[src/rtl/spi_hold_pkg.sv]
package spi_hold_pkg;

    typedef enum logic {
        PH_RUN  = 1'b0,
        PH_HELD = 1'b1
    } hold_state_e;

    typedef struct packed {
        logic rise;
        logic fall;
    } sck_edge_t;

    typedef struct packed {
        logic rx_ce;
        logic tx_ce;
        logic so_hiz;
    } gate_out_t;

    // Next pause state: deselect always clears, the low phase of sck
    // follows the pin, the high phase keeps the current state.
    function automatic hold_state_e next_hold(input hold_state_e cur,
                                              input logic cs_n,
                                              input logic sck,
                                              input logic hold_n);
        hold_state_e nxt;
        if (cs_n)
            nxt = PH_RUN;
        else if (!sck)
            nxt = hold_n ? PH_RUN : PH_HELD;
        else
            nxt = cur;
        return nxt;
    endfunction

endpackage

[src/rtl/spi_hold_edge.sv]
module spi_hold_edge
    import spi_hold_pkg::*;
#(
    parameter logic SCK_RST_LVL = 1'b0
) (
    input  logic      clk,
    input  logic      rst,
    input  logic      sck,
    output sck_edge_t edge_o
);
    logic sck_d;

    always_ff @(posedge clk) begin
        if (rst)
            sck_d <= SCK_RST_LVL;
        else
            sck_d <= sck;
    end

    always_comb begin
        edge_o.rise = sck & ~sck_d;
        edge_o.fall = ~sck & sck_d;
    end
endmodule

[src/rtl/spi_hold_fsm.sv]
module spi_hold_fsm
    import spi_hold_pkg::*;
(
    input  logic        clk,
    input  logic        rst,
    input  logic        cs_n,
    input  logic        sck,
    input  logic        hold_n,
    output hold_state_e state_o,
    output logic        cmd_rst_o
);
    hold_state_e state_q;
    logic        rst_q;

    always_ff @(posedge clk) begin
        if (rst) begin
            state_q <= PH_RUN;
            rst_q   <= 1'b0;
        end else begin
            rst_q   <= (state_q == PH_HELD) && cs_n;
            state_q <= next_hold(state_q, cs_n, sck, hold_n);
        end
    end

    assign state_o   = state_q;
    assign cmd_rst_o = rst_q;
endmodule

[src/rtl/spi_hold_gate.sv]
module spi_hold_gate
    import spi_hold_pkg::*;
(
    input  logic        cs_n,
    input  hold_state_e state_i,
    input  sck_edge_t   edge_i,
    output gate_out_t   gate_o
);
    logic run;

    always_comb begin
        run           = !cs_n && (state_i == PH_RUN);
        gate_o.rx_ce  = run && edge_i.rise;
        gate_o.tx_ce  = run && edge_i.fall;
        gate_o.so_hiz = !run;
    end
endmodule

[src/rtl/spi_hold_ctrl.sv]
module spi_hold_ctrl
    import spi_hold_pkg::*;
#(
    parameter logic SCK_RST_LVL = 1'b0
) (
    input  logic clk,
    input  logic rst,
    input  logic cs_n,
    input  logic sck,
    input  logic hold_n,
    output logic hold_active,
    output logic so_hiz,
    output logic rx_ce,
    output logic tx_ce,
    output logic cmd_rst
);
    sck_edge_t   sck_edge;
    hold_state_e state;
    gate_out_t   gate;

    spi_hold_edge #(.SCK_RST_LVL(SCK_RST_LVL)) u_edge (
        .clk    (clk),
        .rst    (rst),
        .sck    (sck),
        .edge_o (sck_edge)
    );

    spi_hold_fsm u_fsm (
        .clk       (clk),
        .rst       (rst),
        .cs_n      (cs_n),
        .sck       (sck),
        .hold_n    (hold_n),
        .state_o   (state),
        .cmd_rst_o (cmd_rst)
    );

    spi_hold_gate u_gate (
        .cs_n    (cs_n),
        .state_i (state),
        .edge_i  (sck_edge),
        .gate_o  (gate)
    );

    assign hold_active = (state == PH_HELD);
    assign so_hiz      = gate.so_hiz;
    assign rx_ce       = gate.rx_ce;
    assign tx_ce       = gate.tx_ce;
endmodule

[config.mk]
export PLATFORM = sky130hd
export DESIGN_NAME = spi_hold_ctrl
export DESIGN_NICKNAME = d
export VERILOG_FILES = /design/src/rtl/spi_hold_pkg.sv /design/src/rtl/spi_hold_edge.sv /design/src/rtl/spi_hold_fsm.sv /design/src/rtl/spi_hold_gate.sv /design/src/rtl/spi_hold_ctrl.sv
export SDC_FILE = /design/constraint.sdc
export NUM_CORES = 1
export LEC_CHECK = 0
export BUFFER_PORTS_ARGS = -buffer_cell sky130_fd_sc_hd__buf_4
export CORE_AREA = 2 2 39 41
export DETAILED_ROUTE_END_ITERATION = 16
export DIE_AREA = 0 0 41 43
export HOLD_SLACK_MARGIN = 0.03
export PLACE_DENSITY = 0.33
export SYNTH_ARGS = -nofsm -noshare
export SYNTH_HDL_FRONTEND = slang
export SYNTH_HIERARCHICAL = 1
export SYNTH_SLANG_ARGS = --single-unit
export TNS_END_PERCENT = 20
[constraint.sdc]
create_clock -name clk -period 2.4 [get_ports clk]
set_clock_uncertainty 0.15 [all_clocks]
set_input_delay 0.24 -clock clk [delete_from_list [all_inputs] [get_ports clk]]
set_output_delay 0.24 -clock clk [all_outputs]
set_load 0.005 [all_outputs]
==> results.md <==
* Final hold slack at roughly 0.052 ns
* Avg Cell Area, Syn at slightly above 9 um2
* Antenna-violating nets left at 0
* Chip height at between 40 and 50 um
* Post-CTS setup buffer count at 0
* Worst-path maximum fanout at 2
* Sw power at around 37 uW
* Vias in the first global route at 120
* Pwr Total at 164 uW
* Max-slew violations at 0
* Reg clk slew, reported paths at about 0.040 ns
* Port bufs at 9
* Leak at 0.109 nW
* Mean routed wirelength per cell at 8.39 um
* Worst-Skew Late Latency at around 0.24 ns
* Internal Power at about 130 uW
* Cts-stage hold buffer count at 1
* Vias after detailed routing at approximately 140
* Nets at 34
* Switching Fraction at 0.228
* Ratio of cells with drive above 1 in the final layout at 0.464
* Minimum clock period at roughly 1.4 ns
* CTS tree: yes
* Crit start category: flip-flop
* Clock tree sinks at 3
* Maximum vdd drop at 0.162 mV
* CTS root buffer: clkbuf_4
* Gpl congestion at around 0.52
* Crit-path max cell delay at 0.32 ns
* Slowest CP cell: dfxtp_1
* Synth Cell Area at about 130 um2
* Status: completed
* Row count at 14
* CP required at about 2.0 ns
* GRT Overall Usage at 0.0501
* DP Cell Count at 39
* Overflow left after global routing at 0
* Drt first-iter violations at 3
* Synth top area share at 0.462
* Top post-synthesis cells by area: dfxtp_1 46%, nor2b_1 14%, nor3b_1 12%
* DR pass1 iterations at 2
* Kind of critical path: flip-flop to output port
* Critical path cell sequence: nor2b_1 > nor3b_1 > buf_4
* First-pass GRT wire length at a little under 500 um
* Highest clock rate at between 700 and 800 MHz
* Clock power share at 0.562
* DRC at 0
* Synthesized Nets at 19
* Sequential share of the synthesized area at 0.462
* Vias/cell at between 3 and 4
* Post-CTS sizing at 0
* Rel. slew slack at 0.866
* Setup TNS at 0 ns
* # setup viols final at 0
* Hold Path Class: input pin to flip-flop
* Non-filler cells, final at 44
* Period utilisation layout at 0.577
* Diodes inserted at 0
* Combinational power share at 0.115
* Crit. End Element: output port
* Detailed Place HPWL at 248 um
* Arr. time, crit path at 1.00 ns
* Hold Fails Final Rpt at 0
* Cts bufs inserted at 3
* Sequential Power Share at 0.323
* Distinct cells, synth at 7
* Max clock buf depth at 2
* Htree depth at 1
* Ys Warns at 6
* Die X at 41 um
* Pin count of the biggest net entering global routing at 7
* Post-synthesis cell count at 14
* Number of synthesized register bits at 3
* Max_cap viols at 0
* Fill cells at between 150 and 200
* Initial antenna violation count at 0
* Fin util at 0.184
* Tightest Pin Transition at 0.200 ns
* RSZ-0062 raised after global routing: no
* PD cells at around 650 nW/um2
* Core area at ~1400 um2
* P&R area growth vs syn at 95.2%
* I/O pin cnt at 10
* Die area at about 1800 um2
* Final WL at between 300 and 400 um
* Initial core utilization at 0.0940
* Dominant cell type by area after synthesis: dfxtp_1
## registers in the layout, summed over array words and instances, names as in the netlist
register and flops:
u_edge/sck_d 1, u_fsm/cmd_rst_o 1, u_fsm/state_o 1
## synth_stat cells
cell type	number
nor3b_1	2
or2_1	2
nand2_1	2
nor2b_1	3
a211oi_2	1
nor2_1	1
dfxtp_1	3
## placed cells by master, fill, tap and decap left out, drive strengths merged
master,synthesis,layout
a211oi,1,1
nor2b,3,3
clkbuf,0,4
or2,2,2
dlygate4sd3,0,1
nand2,2,2
dfxtp,3,3
nor2,1,1
nor3b,2,2
buf,0,9
## kinds of logic after synthesis
logic type,after synthesis,synth area share
AND/OR/NAND/NOR,10,0.442
AO/OA/AOI/OAI,1,0.0961
flip-flops,3,0.462
## power groups by stage
| stage | sequential [mW] | combinational, mW | clock (mW) |
|---|---|---|---|
| after floorplan | 0.0535 | 0.00546 | 0 |
| after global placement | 0.0537 | 0.0179 | 0 |
| after detailed placement | 0.0538 | 0.0176 | 0 |
| after CTS | 0.0529 | 0.0190 | 0.0978 |
| after global routing | 0.0531 | 0.0213 | 0.0999 |
| final | 0.0530 | 0.0189 | 0.0921 |
## path summary, 6_finish.rpt
path                            slack (ns)  cells past startpoint                        from                         end
worst max-delay path                  1.01                      3     u_edge/sck_d$_SDFF_PP0_                       tx_ce
worst max register to register        1.49                      2  u_fsm/state_o$_SDFFE_PP0N_  u_fsm/state_o$_SDFFE_PP0N_
worst min-delay path                  0.05                      2                        cs_n  u_fsm/state_o$_SDFFE_PP0N_
worst min register to register        0.37                      2  u_fsm/state_o$_SDFFE_PP0N_  u_fsm/cmd_rst_o$_SDFF_PP0_
## metrics by stage
stage	setup slack (ns)	instance area, um2
6_report	1.01	254
5_1_grt	0.960	254
4_1_cts	0.992	254
3_5_place_dp	1.23	218
3_3_place_gp	1.24	218
2_1_floorplan	1.39	130
## worst max-delay path: cells and delay by family (launching register included)
kind,cells,cell delay [ns]
buffers and inverters,1,0.14
AND/OR/NAND/NOR,2,0.30
flip-flops,1,0.32
## per-layer routing
metal,global-route usage,up-vias,part of all wire
met3,0.0785,0,0.21
met2,0.0438,13,0.27
met5,0,-,0
li1,-,73,-
met4,0.0200,0,0
met1,0.0575,57,0.52
## layout make-up
class                   count  area (um2)  area share
clock buffers               4        26.3       0.103
flip-flops and latches      3        60.1       0.236
multi-input cells          11        70.1       0.276
repair buffers             10        77.6       0.305
well taps                  16        20.0      0.0788
Note: power is estimated with default switching activity, not from simulation.
